## config.mk

```make
export PLATFORM = sky130hd
export DESIGN_NAME = eeprom_page_writer
export DESIGN_NICKNAME = d
export VERILOG_FILES = /design/src/rtl/eewr_pkg.sv /design/src/rtl/eewr_sync.sv /design/src/rtl/eewr_cond.sv /design/src/rtl/eewr_ctrl.sv /design/src/rtl/eewr_store.sv /design/src/rtl/eeprom_page_writer.sv
export SDC_FILE = /design/constraint.sdc
export NUM_CORES = 2
export LEC_CHECK = 0
export CAP_MARGIN = 15
export CORE_MARGIN = 2
export CORE_UTILIZATION = 48
export CTS_CLUSTER_DIAMETER = 80
export DETAILED_ROUTE_END_ITERATION = 8
export SLEW_MARGIN = 40
export SYNTH_ARGS = -nofsm -noshare
export SYNTH_HDL_FRONTEND = slang
export SYNTH_SLANG_ARGS = --single-unit
```

## constraint.sdc

```tcl
create_clock -name clk -period 2.7 [get_ports clk]
set_clock_uncertainty 0.1 [all_clocks]
set_input_delay 0.27 -clock clk [delete_from_list [all_inputs] [get_ports clk]]
set_output_delay 0.27 -clock clk [all_outputs]
set_load 0.005 [all_outputs]
```

## src/rtl/eewr_pkg.sv

```systemverilog
package eewr_pkg;
   localparam int BYTE_W = 8;
   localparam logic [3:0] DEV_TYPE = 4'b1010;
   typedef enum logic [1:0] {ST_IDLE, ST_SEL, ST_ADDR, ST_DATA} wr_state_e;
endpackage

```

## src/rtl/eewr_sync.sv

```systemverilog
module eewr_sync #(
   parameter int WIDTH  = 2,
   parameter int STAGES = 2
) (
   input  logic             clk,
   input  logic             rst_n,
   input  logic [WIDTH-1:0] d_i,
   output logic [WIDTH-1:0] q_o
);
   if (STAGES < 2) begin : g_bad_stages
      $error("eewr_sync needs at least two stages");
   end
   if (WIDTH < 1) begin : g_bad_width
      $error("eewr_sync needs a positive width");
   end

   logic [WIDTH-1:0] chain_q [STAGES];

   always_ff @(posedge clk or negedge rst_n) begin
      if (!rst_n) begin
         for (int s = 0; s < STAGES; s++) chain_q[s] <= '1;
      end else begin
         chain_q[0] <= d_i;
         for (int s = 1; s < STAGES; s++) chain_q[s] <= chain_q[s-1];
      end
   end

   assign q_o = chain_q[STAGES-1];
endmodule

```

## src/rtl/eewr_cond.sv

```systemverilog
module eewr_cond (
   input  logic clk,
   input  logic rst_n,
   input  logic scl_s,
   input  logic sda_s,
   output logic scl_rise_o,
   output logic scl_fall_o,
   output logic start_o,
   output logic stop_o
);
   logic scl_q, sda_q;

   always_ff @(posedge clk or negedge rst_n) begin
      if (!rst_n) begin
         scl_q <= 1'b1;
         sda_q <= 1'b1;
      end else begin
         scl_q <= scl_s;
         sda_q <= sda_s;
      end
   end

   assign scl_rise_o = scl_s & ~scl_q;
   assign scl_fall_o = ~scl_s & scl_q;
   assign start_o    = scl_s & scl_q & sda_q & ~sda_s;
   assign stop_o     = scl_s & scl_q & ~sda_q & sda_s;
endmodule

```

## src/rtl/eewr_ctrl.sv

```systemverilog
module eewr_ctrl
   import eewr_pkg::*;
#(
   parameter int ADDR_W = 8,
   parameter int PAGE_W = 4,
   parameter int SEL_W  = 3,
   localparam int LANES = 1 << PAGE_W,
   localparam int PG_W  = ADDR_W - PAGE_W
) (
   input  logic                    clk,
   input  logic                    rst_n,
   input  logic                    scl_rise_i,
   input  logic                    scl_fall_i,
   input  logic                    start_i,
   input  logic                    stop_i,
   input  logic                    sda_s,
   input  logic                    wc_i,
   input  logic [SEL_W-1:0]        strap_i,
   input  logic                    busy_i,
   output logic                    sda_pull_o,
   output logic                    commit_o,
   output logic [PG_W-1:0]         page_o,
   output logic [LANES-1:0]        mask_o,
   output logic [LANES*BYTE_W-1:0] data_o,
   output logic                    wp_o
);
   if (SEL_W + 5 != BYTE_W) begin : g_bad_sel
      $error("select byte layout needs SEL_W == 3");
   end
   if (ADDR_W != BYTE_W) begin : g_bad_addr
      $error("one address byte must cover the array");
   end

   wr_state_e          state_q;
   logic [BYTE_W-1:0]  shreg_q;
   logic [3:0]         bcnt_q;
   logic               ack_ph_q, ack_drv_q, wp_q, commit_q;
   logic [PG_W-1:0]    page_q;
   logic [PAGE_W-1:0]  offs_q;
   logic [LANES-1:0]   mask_q;
   logic [BYTE_W-1:0]  lane_q [LANES];
   logic               sel_ok;

   assign sel_ok = (shreg_q[7:4] == DEV_TYPE) && (shreg_q[SEL_W:1] == strap_i) && !shreg_q[0];

   always_ff @(posedge clk or negedge rst_n) begin
      if (!rst_n) begin
         state_q   <= ST_IDLE;
         shreg_q   <= '0;
         bcnt_q    <= '0;
         ack_ph_q  <= 1'b0;
         ack_drv_q <= 1'b0;
         wp_q      <= 1'b0;
         commit_q  <= 1'b0;
         page_q    <= '0;
         offs_q    <= '0;
         mask_q    <= '0;
         for (int l = 0; l < LANES; l++) lane_q[l] <= '0;
      end else begin
         commit_q <= 1'b0;
         if (busy_i) begin
            state_q   <= ST_IDLE;
            ack_ph_q  <= 1'b0;
            ack_drv_q <= 1'b0;
         end else if (start_i) begin
            state_q   <= ST_SEL;
            bcnt_q    <= '0;
            ack_ph_q  <= 1'b0;
            ack_drv_q <= 1'b0;
            mask_q    <= '0;
            wp_q      <= wc_i;
         end else if (stop_i) begin
            commit_q  <= (state_q == ST_DATA) && !ack_ph_q && (bcnt_q == 4'd1) &&
                         !wp_q && (mask_q != '0);
            state_q   <= ST_IDLE;
            ack_ph_q  <= 1'b0;
            ack_drv_q <= 1'b0;
         end else if (state_q != ST_IDLE) begin
            if ((state_q == ST_SEL || state_q == ST_ADDR) && wc_i) wp_q <= 1'b1;
            if (ack_ph_q) begin
               if (scl_fall_i) begin
                  ack_ph_q  <= 1'b0;
                  ack_drv_q <= 1'b0;
                  bcnt_q    <= '0;
               end
            end else if (scl_rise_i && bcnt_q < 4'd8) begin
               shreg_q <= {shreg_q[BYTE_W-2:0], sda_s};
               bcnt_q  <= bcnt_q + 4'd1;
            end else if (scl_fall_i && bcnt_q == 4'd8) begin
               unique case (state_q)
                  ST_SEL: begin
                     if (sel_ok) begin
                        ack_ph_q  <= 1'b1;
                        ack_drv_q <= 1'b1;
                        state_q   <= ST_ADDR;
                     end else begin
                        state_q <= ST_IDLE;
                     end
                  end
                  ST_ADDR: begin
                     ack_ph_q  <= 1'b1;
                     ack_drv_q <= 1'b1;
                     page_q    <= shreg_q[ADDR_W-1:PAGE_W];
                     offs_q    <= shreg_q[PAGE_W-1:0];
                     state_q   <= ST_DATA;
                  end
                  default: begin
                     ack_ph_q  <= 1'b1;
                     ack_drv_q <= !wp_q;
                     if (!wp_q) begin
                        lane_q[offs_q] <= shreg_q;
                        mask_q[offs_q] <= 1'b1;
                        offs_q         <= offs_q + PAGE_W'(1);
                     end
                  end
               endcase
            end
         end
      end
   end

   for (genvar l = 0; l < LANES; l++) begin : g_lane
      assign data_o[l*BYTE_W +: BYTE_W] = lane_q[l];
   end

   assign sda_pull_o = ack_drv_q;
   assign commit_o   = commit_q;
   assign page_o     = page_q;
   assign mask_o     = mask_q;
   assign wp_o       = wp_q;
endmodule

```

## src/rtl/eewr_store.sv

```systemverilog
module eewr_store
   import eewr_pkg::*;
#(
   parameter int ADDR_W      = 8,
   parameter int PAGE_W      = 4,
   parameter int BUSY_CYCLES = 200,
   localparam int LANES = 1 << PAGE_W,
   localparam int PG_W  = ADDR_W - PAGE_W,
   localparam int DEPTH = 1 << ADDR_W,
   localparam int CNT_W = $clog2(BUSY_CYCLES + 1)
) (
   input  logic                    clk,
   input  logic                    rst_n,
   input  logic                    commit_i,
   input  logic [PG_W-1:0]         page_i,
   input  logic [LANES-1:0]        mask_i,
   input  logic [LANES*BYTE_W-1:0] data_i,
   input  logic [ADDR_W-1:0]       rd_addr_i,
   output logic [BYTE_W-1:0]       rd_data_o,
   output logic                    busy_o
);
   if (BUSY_CYCLES < 1) begin : g_bad_busy
      $error("BUSY_CYCLES must be at least 1");
   end
   if (PAGE_W < 1 || PAGE_W >= ADDR_W) begin : g_bad_page
      $error("PAGE_W must lie between 1 and ADDR_W-1");
   end

   logic [BYTE_W-1:0] mem_q [DEPTH];
   logic [CNT_W-1:0]  cnt_q;

   always_ff @(posedge clk or negedge rst_n) begin
      if (!rst_n) begin
         for (int a = 0; a < DEPTH; a++) mem_q[a] <= '0;
      end else if (commit_i) begin
         for (int l = 0; l < LANES; l++) begin
            if (mask_i[l]) mem_q[{page_i, PAGE_W'(l)}] <= data_i[l*BYTE_W +: BYTE_W];
         end
      end
   end

   always_ff @(posedge clk or negedge rst_n) begin
      if (!rst_n)              cnt_q <= '0;
      else if (commit_i)       cnt_q <= CNT_W'(BUSY_CYCLES);
      else if (cnt_q != '0)    cnt_q <= cnt_q - CNT_W'(1);
   end

   assign busy_o    = (cnt_q != '0);
   assign rd_data_o = mem_q[rd_addr_i];
endmodule

```

## src/rtl/eeprom_page_writer.sv

```systemverilog
module eeprom_page_writer
   import eewr_pkg::*;
#(
   parameter int ADDR_W      = 8,
   parameter int PAGE_W      = 4,
   parameter int SEL_W       = 3,
   parameter int SYNC_STAGES = 2,
   parameter int BUSY_CYCLES = 200,
   localparam int LANES = 1 << PAGE_W,
   localparam int PG_W  = ADDR_W - PAGE_W
) (
   input  logic              clk,
   input  logic              rst_n,
   input  logic              scl_i,
   input  logic              sda_i,
   output logic              sda_pull_o,
   input  logic              wc_i,
   input  logic [SEL_W-1:0]  strap_i,
   output logic              busy_o,
   input  logic [ADDR_W-1:0] dbg_addr_i,
   output logic [BYTE_W-1:0] dbg_data_o
);
   logic                    scl_s, sda_s;
   logic                    rise_w, fall_w, start_w, stop_w;
   logic                    commit_w, prot_w;
   logic [PG_W-1:0]         page_w;
   logic [LANES-1:0]        mask_w;
   logic [LANES*BYTE_W-1:0] data_w;

   eewr_sync #(.WIDTH(2), .STAGES(SYNC_STAGES)) u_sync (
      .clk(clk), .rst_n(rst_n), .d_i({scl_i, sda_i}), .q_o({scl_s, sda_s})
   );

   eewr_cond u_cond (
      .clk(clk), .rst_n(rst_n), .scl_s(scl_s), .sda_s(sda_s),
      .scl_rise_o(rise_w), .scl_fall_o(fall_w), .start_o(start_w), .stop_o(stop_w)
   );

   eewr_ctrl #(.ADDR_W(ADDR_W), .PAGE_W(PAGE_W), .SEL_W(SEL_W)) u_ctrl (
      .clk(clk), .rst_n(rst_n), .scl_rise_i(rise_w), .scl_fall_i(fall_w),
      .start_i(start_w), .stop_i(stop_w), .sda_s(sda_s), .wc_i(wc_i),
      .strap_i(strap_i), .busy_i(busy_o), .sda_pull_o(sda_pull_o),
      .commit_o(commit_w), .page_o(page_w), .mask_o(mask_w), .data_o(data_w),
      .wp_o(prot_w)
   );

   eewr_store #(.ADDR_W(ADDR_W), .PAGE_W(PAGE_W), .BUSY_CYCLES(BUSY_CYCLES)) u_store (
      .clk(clk), .rst_n(rst_n), .commit_i(commit_w), .page_i(page_w),
      .mask_i(mask_w), .data_i(data_w), .rd_addr_i(dbg_addr_i),
      .rd_data_o(dbg_data_o), .busy_o(busy_o)
   );
endmodule

```

==> flow_summary_export.csv <==
group,metric,value,unit
sta,timing.final.ws_setup,-0.8876,ns
logic_synthesis,synth_seq_cells,2232,
logic_synthesis,synth_seq_area_share,56.07,%
grt,grt_max_degree,134,
placed_design,post-dp-hpwl,253000,um
logic_synthesis,synth_area_per_cell,15.43,sq um
pwr,switchingPower,16.77,mW
detailed_routing,via_count,65170,
clock_network,insertion_delay,0.90,ns
floorplan,pin_count,26,
detailed_routing,drc_errors,0,
critical_path,crit_required,2.33,ns
outcome,status,"finished with violations",
clock_network,clockBufferDepth,3,
detailed_routing,first_iter_violations,7062,
cells_and_area,layout_common_cells,"dfrtp_1, mux2_2, buf_4",
detailed_routing,antenna_left,0,
pwr,ir_drop,0.0006623,V
cells_and_area,fin_util,58.53,%
critical_path,reg2reg_depth,10,
placed_design,placed_cells,9895,
critical_path,startpoint_type,"flip-flop",
floorplan,row_count,167,
detailed_routing,dr.pass1.iters,6,
detailed_routing,vias_per_cell,6.297,
outcome,failed_checks,"setup timing",
pwr,leakage,57.71,nW
clock_network,cts.sinks,2232,
cells_and_area,drive_above_1_share,57.54,%
pwr,clkPwrFrac,46.0,%
pwr,intPower,53.51,mW
sta,rsz0062_at_grt,"yes",
logic_synthesis,async_flop_share,100.0,%
critical_path,critPathCaptureType,"primary output",
cells_and_area,final_cells,10350,
job,drv_cap,0,
logic_synthesis,syn_nets,6487,
critical_path,r2r-end,"u_ctrl.data_o[16]",
grt,globalRouteOverflowTotal,0,
pwr,powerDensity,581.0,nW/um^2
logic_synthesis,synthCells,6457,
floorplan,fp.dieH,459.6,um
sta,fin_crit,3.588,ns
sta,fmax,0.2787,GHz
cells_and_area,nNetsFinal,7468,
logic_synthesis,syn_area,99620,sq um
floorplan,dieArea,211200,sq um
logic_synthesis,synth_cell_types,64,
sta,slew_viol_final,0,
logic_synthesis,synth_warnings,0,
critical_path,r2r_slack,0.02,ns
grt,grt_pass1_vias,66900,
sta,relSlewSlack,40.03,%
floorplan,die_x,459.6,um
detailed_routing,routed_wl,373800,um
detailed_routing,wl_per_cell,36.12,um
placed_design,gp_congestion,1.021,
critical_path,crit_type,"flip-flop to primary output",
clock_network,cts_tree,"built",
pwr,p_sw_share,23.86,%
clock_network,htreeDepth,4,
sta,tightest_slew,0.8996,ns
critical_path,r2r_start,"u_store.cnt_q[0]",
pwr,comb_power_share,6.0,%
clock_network,clockRootBuffer,"clkbuf_16",
pwr,seq_power_share,48.0,%
logic_synthesis,synthFlopType,"dfrtp_1",
critical_path,arrival,3.22,ns
placed_design,port_buffers,25,
pwr,power,70.28,mW
cells_and_area,fill_cells,16170,
clock_network,cts_buffers,235,
logic_synthesis,synth_edf_count,0,
clock_network,clk_pin_slew,0.06,ns
floorplan,start_util,48.21,%
sta,setup_viol,8,
grt,grt_pass1_wl,524700,um
sta,final_hold_viol_count,0,
floorplan,coreArea,206700,sq um
critical_path,path_max_fanout,2,
grt,grt_antenna_before_repair,31,
cells_and_area,mostFrequentLayoutCell,"dfrtp_1",
hold_path,hold_class,"input pin to async pin",
sta,period_share,132.9,%
grt,grt_use_total,35.50,%
cells_and_area,area_delta_synth_final,21.42,%
through the flow:
step	area [sq um]	hold slack, ns	setup TNS [ns]	worst slack [ns]
after global placement	111300	0.1223	-15.60	-2.372
final	121000	0.1685	-6.409	-0.8876
after detailed placement	111300	0.1162	-12.71	-1.845
after global routing	120900	0.1848	-7.533	-0.9302
after CTS	120300	0.1547	-6.284	-0.8755
after floorplan	99620	-0.1256	0	0.1790
synth_stat cells (all sizes together), types with 2 or more instances:
library cell / n / area share, %
nor2b: 13 / 0.082
o221ai: 32 / 0.28
dfrtp: 2226 / 56
inv: 12 / 0.045
nand2: 73 / 0.36
and3b: 5 / 0.044
nor3: 25 / 0.15
a211oi: 11 / 0.083
o22ai: 25 / 0.16
a22o: 10 / 0.088
and2: 8 / 0.050
nor4: 42 / 0.26
nand3b: 4 / 0.030
or4: 2 / 0.019
a2111oi: 6 / 0.053
nand4: 6 / 0.053
nor2: 322 / 1.2
and4b: 3 / 0.030
mux2i: 131 / 1.3
a22oi: 205 / 1.5
mux2: 2199 / 25
dfstp: 6 / 0.16
o21ai: 23 / 0.12
nor4bb: 2 / 0.020
nand2b: 18 / 0.11
a31oi: 19 / 0.12
xnor2: 3 / 0.026
a21oi: 126 / 0.63
nor3b: 2 / 0.015
buf: 134 / 0.72
mux4: 438 / 9.9
clkbuf: 264 / 0.99
or2: 3 / 0.019
or3b: 3 / 0.026
a221oi: 7 / 0.062
xor2: 6 / 0.053
ha: 14 / 0.18
nor4b: 3 / 0.041
nand3: 14 / 0.070
how the worst max path moves through the flow:
stage                                   start       endpoint  slack [ns]  cells after the start
after floorplan                 dbg_addr_i[0]  dbg_data_o[0]        0.18                     10
after global placement          dbg_addr_i[2]  dbg_data_o[4]       -2.37                     12
after detailed placement        dbg_addr_i[2]  dbg_data_o[1]       -1.85                     13
after CTS                  u_store.mem_q[352]  dbg_data_o[0]       -0.88                      8
after global routing       u_store.mem_q[672]  dbg_data_o[0]       -0.93                      8
final                     u_store.mem_q[1029]  dbg_data_o[5]       -0.89                      9
power by group through the flow:
stage	sequential, mW	clock, mW	combinational, mW
finish	33.7	32.4	4.20
global route	33.7	34.2	4.42
CTS	33.7	32.8	4.10
global placement	34.3	0	3.86
detailed placement	34.3	0	3.90
floorplan	34.3	0	1.38
sequential cells by signal, indices dropped and copies added (netlist names), 2 cells and up:
name	count
u_ctrl.bcnt_q	4
u_ctrl.data_o	128
u_ctrl.mask_o	16
u_ctrl.offs_q	4
u_ctrl.page_o	4
u_ctrl.shreg_q	8
u_ctrl.state_q	2
u_store.cnt_q	8
u_store.mem_q	2048
u_sync.chain_q	2
u_sync.q_o	2
worst max-delay path, cell delays in order (launching register included):
cell,delay (ns)
dfrtp_1,0.35
mux2i_1,0.10
o221ai_2,0.34
buf_4,0.18
a21oi_2,0.05
nor3_4,0.35
buf_6,0.16
nor4_4,0.04
nor4_4,0.51
buf_2,0.24
layer usage:
metal,GRT usage [%],wire (um),up-vias
li1,-,-,26210
met1,50.10,158200,35720
met2,53.39,169200,2664
met3,8.108,30640,573
met4,14.18,15720,2
met5,0,8,-
cells by family after synthesis:
group	Yosys count	share of synthesized area [%]
multiplexers	2768	36.07
flip-flops	2232	56.07
AND/OR/NAND/NOR	553	2.644
AO/OA/AOI/OAI	470	3.188
buffers and inverters	411	1.766
adder cells (fa/ha/maj)	14	0.1758
XOR/XNOR	9	0.07913
cell type report:
class                   count  area, sq um  area share [%]
repair buffers           1142        10210           8.438
well taps                2704         3383           2.797
flip-flops and latches   2232        55880           46.20
multi-input cells        3814        43700           36.13
inverters                  13        51.30         0.04241
clock buffers             373         7132           5.896
clock inverters            57        565.5          0.4676
diodes                     14        35.03         0.02896
timing repair:
item / 4_1_cts / 5_1_grt
endpoints found under the setup margin: 59 / 130
gates cloned: 1 / 0
hold buffers: 5 / 0
endpoints found under the hold margin: 1761 / 0
pin swaps: 71 / 50
resized for setup: 254 / 111
buffers inserted: 12 / 6
No activity file was read; power rests on OpenSTA's default activity.
